**src/rtl/pll_seq_pkg.sv**
```systemverilog
package pll_seq_pkg;

    typedef enum logic [3:0] {
        ST_IDLE, ST_EN_RD, ST_EN_CLR, ST_LO_RD, ST_LO_WR, ST_HI_RD, ST_HI_WR,
        ST_LOCK_RD, ST_LOCK_WAIT, ST_UPD_RD, ST_UPD_WAIT, ST_EN_RD2,
        ST_EN_SET, ST_FINISH, ST_REJECT
    } seq_state_e;

    localparam int unsigned DIV_W     = 24;
    localparam int unsigned BAND_LSB  = 16;
    localparam logic [1:0]  BAND_LOW  = 2'd2;
    localparam logic [1:0]  BAND_HIGH = 2'd3;
    localparam logic [2:0]  CAL_VALUE = 3'd2;
    // bits replaced in the high control word: [23:0], 24, [29:27], 30
    localparam logic [31:0] HI_OWNED  = 32'h79FF_FFFF;

    function automatic logic is_bus_state(seq_state_e s);
        return (s == ST_EN_RD)  || (s == ST_EN_CLR) || (s == ST_LO_RD) ||
               (s == ST_LO_WR)  || (s == ST_HI_RD)  || (s == ST_HI_WR) ||
               (s == ST_LOCK_RD) || (s == ST_UPD_RD) || (s == ST_EN_RD2) ||
               (s == ST_EN_SET);
    endfunction

endpackage

```
**src/rtl/pll_poll_timer.sv**
```systemverilog
module pll_poll_timer #(
    parameter int unsigned LIMIT = 100000
) (
    input  logic clk,
    input  logic rst_n,
    input  logic clr,
    input  logic inc,
    output logic last_tick
);
    localparam int unsigned CNT_W = $clog2(LIMIT + 1);
    localparam logic [CNT_W-1:0] MAXV  = CNT_W'(LIMIT);
    localparam logic [CNT_W-1:0] FINAL = CNT_W'(LIMIT - 1);

    logic [CNT_W-1:0] cnt_q;

    always_ff @(posedge clk or negedge rst_n) begin
        if (!rst_n) begin
            cnt_q <= '0;
        end else if (clr) begin
            cnt_q <= '0;
        end else if (inc && cnt_q != MAXV) begin
            cnt_q <= cnt_q + 1'b1;
        end
    end

    assign last_tick = (cnt_q >= FINAL);
endmodule

```
**src/rtl/pll_word_fmt.sv**
```systemverilog
module pll_word_fmt
    import pll_seq_pkg::*;
#(
    parameter int unsigned ADDR_W = 12,
    parameter logic [ADDR_W-1:0] LO_ADDR = '0,
    parameter logic [ADDR_W-1:0] HI_ADDR = '0,
    parameter logic [ADDR_W-1:0] ST_ADDR = '0,
    parameter logic [ADDR_W-1:0] EN_ADDR = '0,
    parameter int unsigned EN_BIT = 0
) (
    input  seq_state_e        state,
    input  logic [31:0]       shadow,
    input  logic [DIV_W-1:0]  div,
    input  logic              band_hi,
    output logic              we,
    output logic [ADDR_W-1:0] addr,
    output logic [31:0]       wdata
);
    localparam logic [31:0] EN_MASK = 32'(1) << EN_BIT;

    logic [31:0] hi_fields;
    assign hi_fields = {1'b0, 1'b1, CAL_VALUE, 2'b00, 1'b1, div};

    always_comb begin
        we    = 1'b0;
        addr  = EN_ADDR;
        wdata = shadow;
        unique case (state)
            ST_EN_RD, ST_EN_RD2: addr = EN_ADDR;
            ST_EN_CLR: begin
                we    = 1'b1;
                wdata = shadow & ~EN_MASK;
            end
            ST_LO_RD: addr = LO_ADDR;
            ST_LO_WR: begin
                we    = 1'b1;
                addr  = LO_ADDR;
                wdata[BAND_LSB +: 2] = band_hi ? BAND_HIGH : BAND_LOW;
            end
            ST_HI_RD: addr = HI_ADDR;
            ST_HI_WR: begin
                we    = 1'b1;
                addr  = HI_ADDR;
                wdata = (shadow & ~HI_OWNED) | hi_fields;
            end
            ST_LOCK_RD, ST_UPD_RD: addr = ST_ADDR;
            ST_EN_SET: begin
                we    = 1'b1;
                wdata = shadow | EN_MASK;
            end
            default: ;
        endcase
    end
endmodule

```
**src/rtl/pll_seq_fsm.sv**
```systemverilog
module pll_seq_fsm
    import pll_seq_pkg::*;
#(
    parameter bit READ_ONLY = 1'b0
) (
    input  logic       clk,
    input  logic       rst_n,
    input  logic       start,
    input  logic       bus_ack,
    input  logic       poll_bit,
    input  logic       tick,
    input  logic       last_tick,
    output seq_state_e state,
    output logic       accept,
    output logic       busy,
    output logic       done,
    output logic       rejected,
    output logic       bus_req,
    output logic       tmr_clr,
    output logic       tmr_inc,
    output logic       warn_flag
);
    seq_state_e state_q, state_d;
    logic       warn_q;
    logic       expire;

    assign state  = state_q;
    assign accept = (state_q == ST_IDLE) && start;
    assign expire = tick && last_tick &&
                    (state_q == ST_LOCK_WAIT || state_q == ST_UPD_WAIT);

    always_comb begin
        state_d = state_q;
        unique case (state_q)
            ST_IDLE:      if (start) state_d = READ_ONLY ? ST_REJECT : ST_EN_RD;
            ST_EN_RD:     if (bus_ack) state_d = ST_EN_CLR;
            ST_EN_CLR:    if (bus_ack) state_d = ST_LO_RD;
            ST_LO_RD:     if (bus_ack) state_d = ST_LO_WR;
            ST_LO_WR:     if (bus_ack) state_d = ST_HI_RD;
            ST_HI_RD:     if (bus_ack) state_d = ST_HI_WR;
            ST_HI_WR:     if (bus_ack) state_d = ST_LOCK_RD;
            ST_LOCK_RD:   if (bus_ack) state_d = poll_bit ? ST_UPD_RD : ST_LOCK_WAIT;
            ST_LOCK_WAIT: if (tick) state_d = last_tick ? ST_EN_RD2 : ST_LOCK_RD;
            ST_UPD_RD:    if (bus_ack) state_d = poll_bit ? ST_UPD_WAIT : ST_EN_RD2;
            ST_UPD_WAIT:  if (tick) state_d = last_tick ? ST_EN_RD2 : ST_UPD_RD;
            ST_EN_RD2:    if (bus_ack) state_d = ST_EN_SET;
            ST_EN_SET:    if (bus_ack) state_d = ST_FINISH;
            ST_FINISH:    state_d = ST_IDLE;
            ST_REJECT:    state_d = ST_IDLE;
            default:      state_d = ST_IDLE;
        endcase
    end

    always_ff @(posedge clk or negedge rst_n) begin
        if (!rst_n) begin
            state_q <= ST_IDLE;
            warn_q  <= 1'b0;
        end else begin
            state_q <= state_d;
            if (accept)      warn_q <= 1'b0;
            else if (expire) warn_q <= 1'b1;
        end
    end

    always_comb begin
        busy     = (state_q != ST_IDLE) && (state_q != ST_REJECT);
        done     = (state_q == ST_FINISH);
        rejected = (state_q == ST_REJECT);
        bus_req  = is_bus_state(state_q);
        tmr_clr  = (state_q == ST_HI_WR) ||
                   (state_q == ST_LOCK_RD && bus_ack && poll_bit);
        tmr_inc  = tick && (state_q == ST_LOCK_RD || state_q == ST_LOCK_WAIT ||
                            state_q == ST_UPD_RD  || state_q == ST_UPD_WAIT);
        warn_flag = warn_q;
    end
endmodule

```
**src/rtl/pll_reprog_seq.sv**
```systemverilog
module pll_reprog_seq
    import pll_seq_pkg::*;
#(
    parameter int unsigned ADDR_W     = 12,
    parameter int unsigned VCO_W      = 32,
    parameter logic [ADDR_W-1:0] SYS_BASE = 12'h098,
    parameter logic [ADDR_W-1:0] CTRL_OFS = 12'h030,
    parameter logic [ADDR_W-1:0] STAT_OFS = 12'h000,
    parameter logic [ADDR_W-1:0] EN_OFS   = 12'h004,
    parameter int unsigned LOCK_BIT   = 17,
    parameter int unsigned UPD_BIT    = 1,
    parameter int unsigned EN_BIT     = 1,
    parameter int unsigned TIMEOUT_US = 100000,
    parameter int unsigned BAND_KHZ   = 2400000,
    parameter bit          READ_ONLY  = 1'b0
) (
    input  logic              clk,
    input  logic              rst_n,
    input  logic              start,
    input  logic [23:0]       div_word,
    input  logic [VCO_W-1:0]  vco_khz,
    input  logic              usec_tick,
    output logic              busy,
    output logic              done,
    output logic              warn,
    output logic              rejected,
    output logic              bus_req,
    output logic              bus_we,
    output logic [ADDR_W-1:0] bus_addr,
    output logic [31:0]       bus_wdata,
    input  logic [31:0]       bus_rdata,
    input  logic              bus_ack
);
    localparam logic [ADDR_W-1:0] LO_ADDR = SYS_BASE + CTRL_OFS;
    localparam logic [ADDR_W-1:0] HI_ADDR = SYS_BASE + CTRL_OFS + ADDR_W'(4);
    localparam logic [ADDR_W-1:0] ST_ADDR = SYS_BASE + STAT_OFS;
    localparam logic [ADDR_W-1:0] EN_ADDR = SYS_BASE + EN_OFS;
    localparam logic [VCO_W-1:0]  BAND_LIM = VCO_W'(BAND_KHZ);

    seq_state_e       state;
    logic             accept, tmr_clr, tmr_inc, last_tick, warn_flag, poll_bit;
    logic [31:0]      shadow_q;
    logic [DIV_W-1:0] div_q;
    logic             band_q;

    assign poll_bit = (state == ST_LOCK_RD) ? bus_rdata[LOCK_BIT] : bus_rdata[UPD_BIT];

    always_ff @(posedge clk or negedge rst_n) begin
        if (!rst_n) begin
            shadow_q <= '0;
            div_q    <= '0;
            band_q   <= 1'b0;
        end else begin
            if (accept) begin
                div_q  <= div_word;
                band_q <= (vco_khz >= BAND_LIM);
            end
            if (bus_req && bus_ack && !bus_we) shadow_q <= bus_rdata;
        end
    end

    pll_seq_fsm #(.READ_ONLY(READ_ONLY)) u_fsm (
        .clk(clk), .rst_n(rst_n), .start(start), .bus_ack(bus_ack),
        .poll_bit(poll_bit), .tick(usec_tick), .last_tick(last_tick),
        .state(state), .accept(accept), .busy(busy), .done(done),
        .rejected(rejected), .bus_req(bus_req), .tmr_clr(tmr_clr),
        .tmr_inc(tmr_inc), .warn_flag(warn_flag)
    );

    pll_poll_timer #(.LIMIT(TIMEOUT_US)) u_timer (
        .clk(clk), .rst_n(rst_n), .clr(tmr_clr), .inc(tmr_inc),
        .last_tick(last_tick)
    );

    pll_word_fmt #(
        .ADDR_W(ADDR_W), .LO_ADDR(LO_ADDR), .HI_ADDR(HI_ADDR),
        .ST_ADDR(ST_ADDR), .EN_ADDR(EN_ADDR), .EN_BIT(EN_BIT)
    ) u_fmt (
        .state(state), .shadow(shadow_q), .div(div_q), .band_hi(band_q),
        .we(bus_we), .addr(bus_addr), .wdata(bus_wdata)
    );

    assign warn = done && warn_flag;
endmodule

```
**config.mk**
```make
export PLATFORM = sky130hd
export DESIGN_NAME = pll_reprog_seq
export DESIGN_NICKNAME = d
export VERILOG_FILES = /design/src/rtl/pll_seq_pkg.sv /design/src/rtl/pll_poll_timer.sv /design/src/rtl/pll_word_fmt.sv /design/src/rtl/pll_seq_fsm.sv /design/src/rtl/pll_reprog_seq.sv
export SDC_FILE = /design/constraint.sdc
export NUM_CORES = 1
export LEC_CHECK = 0
export ABC_AREA = 1
export BUFFER_PORTS_ARGS = -buffer_cell sky130_fd_sc_hd__buf_2
export CELL_PAD_IN_SITES_DETAIL_PLACEMENT = 0
export CELL_PAD_IN_SITES_GLOBAL_PLACEMENT = 2
export CORE_AREA = 2 2 132 134
export CTS_BUF_LIST = sky130_fd_sc_hd__clkbuf_16
export CTS_CLUSTER_SIZE = 12
export DETAILED_ROUTE_END_ITERATION = 12
export DIE_AREA = 0 0 134 136
export PLACE_DENSITY_LB_ADDON = 0.1
export SYNTH_ARGS = -nofsm -noshare
export SYNTH_HDL_FRONTEND = slang
export SYNTH_SLANG_ARGS = --single-unit
```
**constraint.sdc**
```tcl
create_clock -name clk -period 1.9 [get_ports clk]
set_clock_uncertainty 0.1 [all_clocks]
set_input_delay 0.38 -clock clk [delete_from_list [all_inputs] [get_ports clk]]
set_output_delay 0.38 -clock clk [all_outputs]
set_load 0.01 [all_outputs]
```
[Word level (Yosys, flattened, before mapping)]
Cells that the tools add are included.
W data, S select, Z words.
Word-level totals
  bits in read-only memories: 0
  logic and storage cells: 103
  latch bits: 0
  output and inout bits: 50
  bits in registers: 79
  RAM bits: 0
  memories kept: 0
Cells by class
  reductions and logical operators: 35
  div/mod/pow operators: 0
  $mul: 0
  eq/ne operators: 29
  $add $sub $neg: 1
  multiplexer cells: 29
  magnitude comparators: 2
  shift-type cells: 0
  bitwise gates (word level): 1
Operators with widths (count)
  $mux W4: 14
  $pmux W4 S13: 1
  $pmux W16 S3: 1
  $mux W17: 2
  $ge A32 B22 Y1 const B: 1
  $or A32 B31 Y32: 1
  $eq A4 B4 Y1 const B: 7
  $ne A2 B2 Y1 const B: 13
  $pmux W7 S3: 1
  $add A17 B1 Y17 const B: 1
  $ge A17 B17 Y1 const B: 1
  $ne A17 B17 Y1 const B: 1
  $eq A4 B3 Y1 const B: 4
  $logic_or A1 B1 Y1: 14
  $mux W14: 1
  $reduce_and A13 Y1: 1
  $logic_and A1 B1 Y1: 11
  $eq A4 B2 Y1 const B: 2
  $mux W1: 7
  $reduce_or A2 Y1: 3
  $eq A4 B1 Y1 const B: 1
  $logic_not A4 Y1: 1
  $ne A4 B4 Y1 const B: 1
  $pmux W2 S2: 1
  other kinds (5): 6

[Depth between registers and ports, before layout]
Gate-level depths: netlist of the first run.
  word-level depth: 12
  gate-level depth with buffers: 11
  depth with buffers taken out: 11

[By module]
Synthesis of the first run repeated with hierarchy kept, for this count alone.
Unflattened totals
  cells, all modules: 571
  area, all modules: 4749.6 um2
Modules (own cells, without submodules)
  pll_reprog_seq: area an instance 2387.3 um2, seq. area each 1426.4 um2, times used 1, cells each 159
  pll_poll_timer: area an instance 1281.2 um2, seq. area each 425.4 um2, times used 1, cells each 196
  pll_word_fmt: area an instance 605.6 um2, seq. area each 0.0 um2, times used 1, cells each 139
  pll_seq_fsm: area an instance 475.5 um2, seq. area each 125.1 um2, times used 1, cells each 77

[Worst setup path after synthesis of the first run]
Ideal clock, no wire load.
  kind: reg2out
  from: reg u_fsm.state_q[0] (netlist: u_fsm.state[0])
  to: out bus_wdata[0]
  path slack: 120 ps
  data arrival time: 1300 ps
  required time: 1420 ps
  stages on the path, launching flop included: 9
  cells stage by stage: dfrtp_1 > buf_4 > nor2_2 > inv_2 > nor2_2 > buf_2 > buf_2 > nand2_1 > nand2_1
Between the ends
  word-level cells in the longest chain between the ends: 2
RTL lines
  from (decl): line pll_seq_fsm.sv:23  | seq_state_e state_q, state_d;
  from (signal assigned): line pll_seq_fsm.sv:59  | state_q <= state_d;
  $eq A4 B4 Y1 (tied with other cells)
  $pmux W16 S3 (*): line pll_word_fmt.sv:28  | unique case (state)
  to (decl): line pll_reprog_seq.sv:30  | output logic [31:0] bus_wdata,
Every way passes the cells marked *; elsewhere a longest branch is shown, timed or not.

[Worst setup path in the final report of the first run]
  from: reg u_fsm.state_q[0] (netlist: u_fsm.state[0])
  to: out bus_wdata[8]
Same word-level chain as after synthesis.

==> results of run 1 <==
-- path summary, 6_finish.rpt --
check | start | to | slack (ns) | cells after the start
max | u_fsm.state[0]$_DFFE_PN0P_ | bus_wdata[8] | -0.24 | 8
min | div_word[20] | div_q[20]$_DFFE_PN0P_ | 0.14 | 3
max reg2reg | u_fsm.state[0]$_DFFE_PN0P_ | shadow_q[29]$_DFFE_PN0P_ | 0.06 | 10
min reg2reg | shadow_q[31]$_DFFE_PN0P_ | shadow_q[31]$_DFFE_PN0P_ | 0.37 | 2
max in group asynchronous | rst_n | shadow_q[5]$_DFFE_PN0P_ | 0.73 | 3
min in group asynchronous | rst_n | div_q[12]$_DFFE_PN0P_ | 0.43 | 2
-- area by class of cell --
class / instances / share of cell area
Inverter: 47 / 0.0301
Clock inverter: 7 / 0.0109
Tap cell: 225 / 0.0432
Multi-Input combinational cell: 488 / 0.380
Antenna cell: 1 / 0.000384
Sequential cell: 79 / 0.303
Timing Repair Buffer: 173 / 0.198
Clock buffer: 9 / 0.0345
-- registers in the layout, summed over array words and instances, names as in the netlist --
signal / cells
u_fsm.state: 4
u_timer.cnt_q: 17
shadow_q: 32
u_fsm.warn_flag: 1
div_q: 24
band_q: 1
-- critical path, cell delays in order (launching register included) --
cell	delay [ns]
dfrtp_1	0.42
nor2_4	0.11
inv_2	0.06
nor2_4	0.20
buf_12	0.14
clkbuf_16	0.15
nand2_2	0.04
nand2_1	0.05
buf_2	0.13
-- cell usage in the layout (no fill, tap or decap), types with 3 or more instances in the layout --
cell type  instances
nand2_2           32
clkbuf_16         12
o21bai_1           4
nor3_1             8
nand3_2           12
buf_2            110
a21oi_1            3
nand2_4           11
inv_1             35
buf_6             24
conb_1             9
o21ai_4            3
nand4_1           20
o21ai_0            9
inv_2              8
buf_4             25
nand2_1          248
xor2_1             4
dfrtp_1           79
nor2_1            39
buf_12             9
nor2_4            11
nor2_2             4
nand3_1           54
or2_4              3
-- stage by stage --
step           power, W  setup TNS, ns
2_1_floorplan   0.00505              0
3_3_place_gp    0.00641              0
3_5_place_dp    0.00645              0
4_1_cts         0.00871          -4.52
5_1_grt          0.0101          -8.88
6_report        0.00937          -6.01
-- power breakdown --
part	internal [W]	switching, W
clock network	0.00102	0.000752
registers	0.00233	0.000403
logic	0.00217	0.00269
-- kinds of logic after synthesis --
family / Yosys count / synth area share
simple gates: 446 / 0.427
buf+inv: 84 / 0.0942
flops: 79 / 0.427
compound gates: 26 / 0.0351
xor+xnor: 5 / 0.00945
fa+ha+maj: 2 / 0.00540
other cells: 2 / 0.00162
-- what timing repair did --
item,CTS,global route
buffers inserted,12,7
resized for setup,28,75
cloned,0,4
setup endpoints to repair,34,89
hold buffers,1,0
endpoints found under the hold margin,24,0
pin swaps,3,22
-- metal layers --
metal | wire length [um] | vias to the layer above
met5 | 0 | -
met4 | 286 | 0
met3 | 603 | 19
met2 | 7510 | 90
met1 | 6480 | 2105
li1 | - | 2320
==> impl_metrics.yaml, run 1 <==
die:
  die-width_um: 134
  rows: 48
  io_pins: 143
  die_h_um: 136
  dieArea_um2: 18200
  core_um2: 16900
  initial_core_util: 0.275
timing:
  layout_setup_ws_ns: -0.235
  finalSetupViolations: 35
  clock.fmax_mhz: 468
  hold_viol_final: 0
  period_share: 1.12
  slew_viol_final: 0
  rsz0062_at_grt: "true"
  post-route-min-period_ns: 2.14
  hold_slack_ns: 0.141
clocking:
  clock_path_buffers: 2
  cts_made_buffers: 9
  root_buffer: "clkbuf_16"
  cts_htree_levels: 3
  cts.sinks: 79
  cts_tree: "yes"
  clk_latency_ns: 0.34
  cts.clk_slew.worst_paths_ns: 0.07
power_and_ir_drop:
  peakVddDrop_mv: 0.575
  leakage_nw: 3.49
  p_per_area_nw_per_um2: 1440
status:
  status: "finished with violations"
  violations: "negative setup slack"
grt:
  grt_usage: 0.160
  antenna_found_initial: 1
  grt.met3_usage: 0.0309
  grt_pass1_vias: 4430
  grtUsageMet2: 0.280
  grt_pass1_wl_um: 22700
  grt_max_degree: 37
  grt_overflow: 0
  grtUsageMet1: 0.194
  busiest_layer: "met2"
yosys:
  synthFlopType: "dfrtp_1"
  yosysSeqAreaShare: 0.427
  syn_area_um2: 4630
  synth.top_cells.by_area: "dfrtp_1 (43%), nand2_1 (23%), nand3_1 (6.0%)"
  syn_area_per_cell_um2: 7.19
  synth.most_common_cell: "nand2_1"
  yosys_register_bits: 79
  synth_top_area_share: 0.427
  synthCells: 644
  yosys_warnings: 0
  synthArstFlopShare: 1.00
  ys_types: 35
  yosysTopAreaCell: "dfrtp_1"
  synth_edf_count: 0
  netlist_top_cells_count: "nand2_1 (284), dfrtp_1 (79), nand3_1 (56)"
final_layout:
  fin_cells: 1029
  design_area_um2: 6520
  drive_above_1_share: 0.347
  ff_latch_area_um2: 1980
  nets: 893
  areaGrowthSynthToFinish_pct: 40.8
  multi_input_area_um2: 2480
  fill_cells: 1804
  final_util: 0.386
setup_path:
  critPathMaxFanout: 7
  critical_path_class: "flop to output port"
  worst_ep_arrival_time_ns: 1.66
  crit_path_start_kind: "flop"
  crit_required_ns: 1.42
  worst_setup_path_end_kind: "output port"
drt:
  wl_um: 14900
  wire_per_inst_um: 14.5
  vias: 4534
  drtAntennaViolNets: 0
  first_pass_iters: 4
  drc: 0
  drt_iter0_markers: 197
  via_per_inst: 4.41
place:
  dp_slack_ns: 0.103
  gp_congestion: 0.813
  dp_cells: 989
  hpwl_um: 10300
  port_buffers: 125
  placed_cell_area_um2: 5600
run:
  maxCapViolCount: 0
min_path:
  hold_path.class: "input pin to flop"
Note: power is estimated with default switching activity, not from simulation.
==> run 2: changes to the inputs <==
Settings changed: CORE_AREA 2 2 132 134 to 2 2 130 132, CTS_BUF_LIST sky130_fd_sc_hd__clkbuf_16 to sky130_fd_sc_hd__clkbuf_4 sky130_fd_sc_hd__clkbuf_8, DIE_AREA 0 0 134 136 to 0 0 132 134.
==> run 2 against run 1 <==
The flow still finishes with violations (negative setup slack). Worst hold slack lost 0.036 ns. Combinational power grew 4%. Maximum frequency shrank 1.5%. Setup slack lost 0.033 ns. Final area shrank 0.25%. Sequential share of layout area grew 0.11 points. Global-route usage grew 0.74 points. Utilization grew 1.3 points. Clock power shrank 8%. Critical path type unchanged. Critical endpoint is now bus_wdata[28]. Highest routed layer unchanged.
==> impl_metrics.yaml, run 2 (synthesis gave the netlist of run 1 again) <==
clocking:
  cts_htree_levels: 3
  root_buffer: "clkbuf_8"
  clk_latency_ns: 0.37
  cts.sinks: 79
  cts.clk_slew.worst_paths_ns: 0.09
  clock_path_buffers: 2
  cts_tree: "yes"
  cts_made_buffers: 9
power_and_ir_drop:
  peakVddDrop_mv: 0.495
  p_per_area_nw_per_um2: 1460
  leakage_nw: 3.48
  finalPower_w: 0.00950
drt:
  first_pass_iters: 5
  via_per_inst: 4.48
  drt_iter0_markers: 226
  wire_per_inst_um: 14.9
  drc: 0
  drtAntennaViolNets: 0
  wl_um: 15200
  vias: 4579
die:
  core_um2: 16300
  rows: 47
  die-width_um: 132
  initial_core_util: 0.284
  dieArea_um2: 17700
  io_pins: 143
  die_h_um: 134
grt:
  grt_usage: 0.168
  antenna_found_initial: 2
  grt_pass1_wl_um: 23500
  grt_pass1_vias: 4438
  grt_overflow: 0
  grt_max_degree: 80
timing:
  tns_ns: -7.30
  rsz0062_at_grt: "true"
  finalSetupViolations: 57
  period_share: 1.14
  hold_viol_final: 0
  layout_setup_ws_ns: -0.268
  clock.fmax_mhz: 461
  slew_viol_final: 0
  post-route-min-period_ns: 2.17
setup_path:
  crit_path_start_kind: "flop"
  worst_path_dominant_cell_family: "buffers and inverters"
  cp_slowest_cell: "dfrtp_2"
  critPathMaxFanout: 12
  reg2reg_slack_ns: -0.06
  worst_setup_path_end_kind: "output port"
  crit_required_ns: 1.42
  reg2regPathDepth: 12
  worst_ep_arrival_time_ns: 1.69
  r2r-end: "shadow_q[29]$_DFFE_PN0P_"
  max_stage_delay_ns: 0.45
  rr_startpoint: "u_fsm.state[1]$_DFFE_PN0P_"
  path_buf_inv: 4
  critical_path_class: "flop to output port"
  crit_chain: "inv_2 > nor2_4 > inv_2 > nor2_4 > buf_4 > or2_2 > buf_2"
place:
  gp_congestion: 0.834
  port_buffers: 125
  hpwl_um: 10300
final_layout:
  nets: 890
  areaGrowthSynthToFinish_pct: 40.4
  reg_top3: "shadow_q (32), div_q (24), u_timer.cnt_q (17)"
  largest_register_ffs: 32
  top_register: "shadow_q"
  drive_above_1_share: 0.365
  fill_cells: 1738
  final_common_cell: "nand2_1"
  layout_common_cells: "nand2_1 (238), buf_2 (121), dfrtp_1 (77)"
min_path:
  hold_path.class: "input pin to flop"
  min-delay-start: "div_word[7]"
  whs_path_depth: 3
  min_to: "div_q[7]$_DFFE_PN0P_"
status:
  status: "finished with violations"
  violations: "negative setup slack"
run:
  maxCapViolCount: 0
-- run 2: cell type report --
class	instances	area, um^2	share of cell area
Timing Repair Buffer	170	1240	0.191
Sequential cell	79	1980	0.304
Multi-Input combinational cell	488	2560	0.393
Clock inverter	6	115	0.0177
Inverter	47	191	0.0294
Antenna cell	3	7.51	0.00115
Clock buffer	10	138	0.0212
Tap cell	220	275	0.0423
-- run 2: worst max-delay path by stage --
| stage | start | endpoint | cells past startpoint |
|---|---|---|---|
| CTS | u_fsm.state[3]$_DFFE_PN0P_ | bus_wdata[16] | 7 |
| floorplan | u_fsm.state[0]$_DFFE_PN0P_ | bus_wdata[0] | 8 |
| detailed placement | u_fsm.state[1]$_DFFE_PN0P_ | bus_wdata[16] | 8 |
| finish | u_fsm.state[1]$_DFFE_PN0P_ | bus_wdata[28] | 7 |
| global route | u_fsm.state[3]$_DFFE_PN0P_ | bus_wdata[4] | 7 |
| global placement | u_fsm.state[1]$_DFFE_PN0P_ | bus_wdata[16] | 8 |
-- run 2: worst reg2reg max path: stages, from the launching register on --
cell,delay (ns)
dfrtp_2,0.45
buf_6,0.14
nor2_4,0.18
buf_6,0.14
inv_6,0.03
o21ai_4,0.14
buf_6,0.12
nor2_4,0.04
buf_6,0.13
nand2_8,0.12
buf_12,0.18
nor2_4,0.04
a21oi_2,0.09
-- run 2: per-stage QoR --
stage	utilization	setup slack [ns]	hold slack, ns	std cells	area (um^2)
after floorplan	-	0.120	-0.0156	651	4660
after global placement	0.342	0.0151	0.347	981	5560
after detailed placement	0.342	-0.00444	0.351	981	5560
after CTS	0.367	-0.281	0.0897	1007	5980
after global routing	0.399	-0.349	0.101	1020	6500
final	0.399	-0.268	0.104	1023	6510
-- run 2: power breakdown --
part           switching (W)  total [W]  internal (W)
clock network       0.000714    0.00163      0.000917
registers           0.000490    0.00282       0.00233
logic                0.00278    0.00505       0.00227
total                0.00398    0.00950       0.00551
-- run 2: layer usage --
metal	GRT usage	wire, um
met5	0	0
met4	0.0507	174
met3	0.0359	723
met2	0.294	7600
met1	0.207	6700
-- run 2: what timing repair did --
item,4_1_cts,5_1_grt
endpoints found under the setup margin,35,101
hold buffers,1,0
setup buffers,8,8
endpoints found under the hold margin,79,0
cloned,1,5
gates resized for setup,17,99
pin swaps,3,14
==> run 3: changes to the inputs <==
Settings changed: PLACE_DENSITY_LB_ADDON 0.1 to 0.25.
==> run 3 against run 2 <==
Sequential power is 5% lower. Worst hold slack worse by 0.0027 ns. Clock power is 9% lower. Total power is 0.41% higher. Global-route usage is 0.30 points lower. Clock-buffer cell count stayed put. Combinational power is 6.1% higher. Cell count is 0.98% higher. The flow still finishes with violations (negative setup slack). Register-to-register slack hardly changed.
==> impl_metrics.yaml, run 3 (synthesis gave the netlist of run 1 again) <==
drt:
  wire_per_inst_um: 14.5
  via_per_inst: 4.44
  drc: 0
  drt_iter0_markers: 207
  drtAntennaViolNets: 0
  wl_um: 15000
  vias: 4588
  first_pass_iters: 4
die:
  die_h_um: 134
  die-width_um: 132
  rows: 47
  core_um2: 16300
  initial_core_util: 0.284
  io_pins: 143
  dieArea_um2: 17700
final_layout:
  final_util: 0.404
  design_area_um2: 6580
  layout_common_cells: "nand2_1 (265), buf_2 (108), dfrtp_1 (78)"
  drive_above_1_share: 0.348
  nets: 903
  fill_cells: 1737
  areaGrowthSynthToFinish_pct: 41.9
  antennaDiodeCount: 0
  largest_register_ffs: 32
  final_common_cell: "nand2_1"
  top_register: "shadow_q"
  reg_top3: "shadow_q (32), div_q (24), u_timer.cnt_q (17)"
  fin_cells: 1033
power_and_ir_drop:
  p_switching_w: 0.00394
  power_frac_seq: 0.283
  p_int_w: 0.00560
  leakage_nw: 3.52
  power.share.clock: 0.156
  peakVddDrop_mv: 0.595
  netSwitchingFraction: 0.413
  p_per_area_nw_per_um2: 1450
  comb_power_share: 0.562
  finalPower_w: 0.00953
setup_path:
  r2r-end: "u_fsm.state[3]$_DFFE_PN0P_"
  reg2reg_slack_ns: -0.07
  worst_setup_path_end_kind: "output port"
  rr_startpoint: "u_fsm.state[1]$_DFFE_PN0P_"
  critPathMaxFanout: 6
  crit_path_start_kind: "flop"
  worst_ep_arrival_time_ns: 1.67
  critical_path_class: "flop to output port"
  reg2regPathDepth: 12
  crit_required_ns: 1.42
place:
  gp_congestion: 0.855
  port_buffers: 125
  hpwl_um: 10200
  dp_cells: 983
  placed_cell_area_um2: 5590
grt:
  grt_usage: 0.165
  grt.met3_usage: 0.0280
  grt_pass1_vias: 4590
  grt_pass1_wl_um: 23300
  grtUsageMet2: 0.293
  busiest_layer: "met2"
  grt_max_degree: 35
  grtUsageMet1: 0.205
  antenna_found_initial: 0
  grt_overflow: 0
clocking:
  cts_htree_levels: 3
  cts_tree: "yes"
  cts.sinks: 79
  clk_latency_ns: 0.37
  root_buffer: "clkbuf_8"
  cts_made_buffers: 9
  cts.clk_slew.worst_paths_ns: 0.09
  clock_path_buffers: 2
timing:
  tns_ns: -7.63
  slew_viol_final: 0
  finalSetupViolations: 60
  hold_viol_final: 0
  clock.fmax_mhz: 465
  period_share: 1.13
  layout_setup_ws_ns: -0.252
  rsz0062_at_grt: "true"
  post-route-min-period_ns: 2.15
min_path:
  min-delay-start: "div_word[2]"
  hold_path.class: "input pin to flop"
  whs_path_depth: 3
  min_to: "div_q[2]$_DFFE_PN0P_"
status:
  violations: "negative setup slack"
  status: "finished with violations"
run:
  maxCapViolCount: 0
## run 3: cell types whose count changed in the layout (fill, tap and decap cells not counted), sizes merged
cell,change
clkinvlp,+1
buf,+14
diode,-3
bufinv,-1
bufbuf,-1
## run 3: how the worst max path moves through the flow
stage                                     startpoint                  endpoint  slack [ns]
after global placement    u_fsm.state[0]$_DFFE_PN0P_             bus_wdata[14]        0.05
after floorplan           u_fsm.state[0]$_DFFE_PN0P_              bus_wdata[0]        0.12
final                     u_fsm.state[0]$_DFFE_PN0P_              bus_wdata[6]       -0.25
after global routing      u_fsm.state[0]$_DFFE_PN0P_              bus_wdata[8]       -0.34
after detailed placement  u_fsm.state[1]$_DFFE_PN0P_  shadow_q[27]$_DFFE_PN0P_        0.05
after CTS                 u_fsm.state[1]$_DFFE_PN0P_              bus_wdata[8]       -0.28
## run 3: layer usage
layer / share of wire / routed length (um) / vias up
met2: 0.50 / 7520 / 87
met1: 0.45 / 6730 / 2148
li1: - / - / 2340
met3: 0.036 / 540 / 13
met5: 0 / 0 / -
met4: 0.013 / 199 / 0
## run 3: final cells by class
cell class,count,area [um^2],share of cell area
clock buffer,10,138,0.0209
tap,220,275,0.0419
sequential,79,1980,0.301
clock inverter,6,92.6,0.0141
timing repair buffer,183,1430,0.218
multi-input combinational,488,2460,0.375
inverter,47,196,0.0299
## run 3: critical path, stage by stage (launching register included)
cell	delay, ns
dfrtp_1	0.42
nor2_4	0.15
inv_4	0.05
nor2_4	0.16
buf_6	0.14
clkbuf_16	0.14
nand2_1	0.05
nand2_1	0.05
buf_4	0.13
## run 3: repair_timing
action,4_1_cts,5_1_grt
hold buffers,1,0
endpoints found under the setup margin,36,71
gates resized for setup,43,68
cloned,0,5
hold endpoints to repair,20,0
buffers inserted,15,15
pin swaps,8,13
## run 3: power by group through the flow
stage	Combinational, W	Sequential, W	Clock [W]
5_1_grt	0.00584	0.00278	0.00162
3_5_place_dp	0.00377	0.00270	0
6_report	0.00536	0.00269	0.00148
3_3_place_gp	0.00372	0.00268	0
2_1_floorplan	0.00243	0.00262	0
4_1_cts	0.00442	0.00268	0.00154
## run 3: stage by stage
stage               worst slack (ns)  hold slack (ns)
global placement              0.0492            0.226
detailed placement            0.0460            0.230
CTS                           -0.284           0.0818
floorplan                      0.120          -0.0156
global route                  -0.337           0.0891
finish                        -0.252            0.102
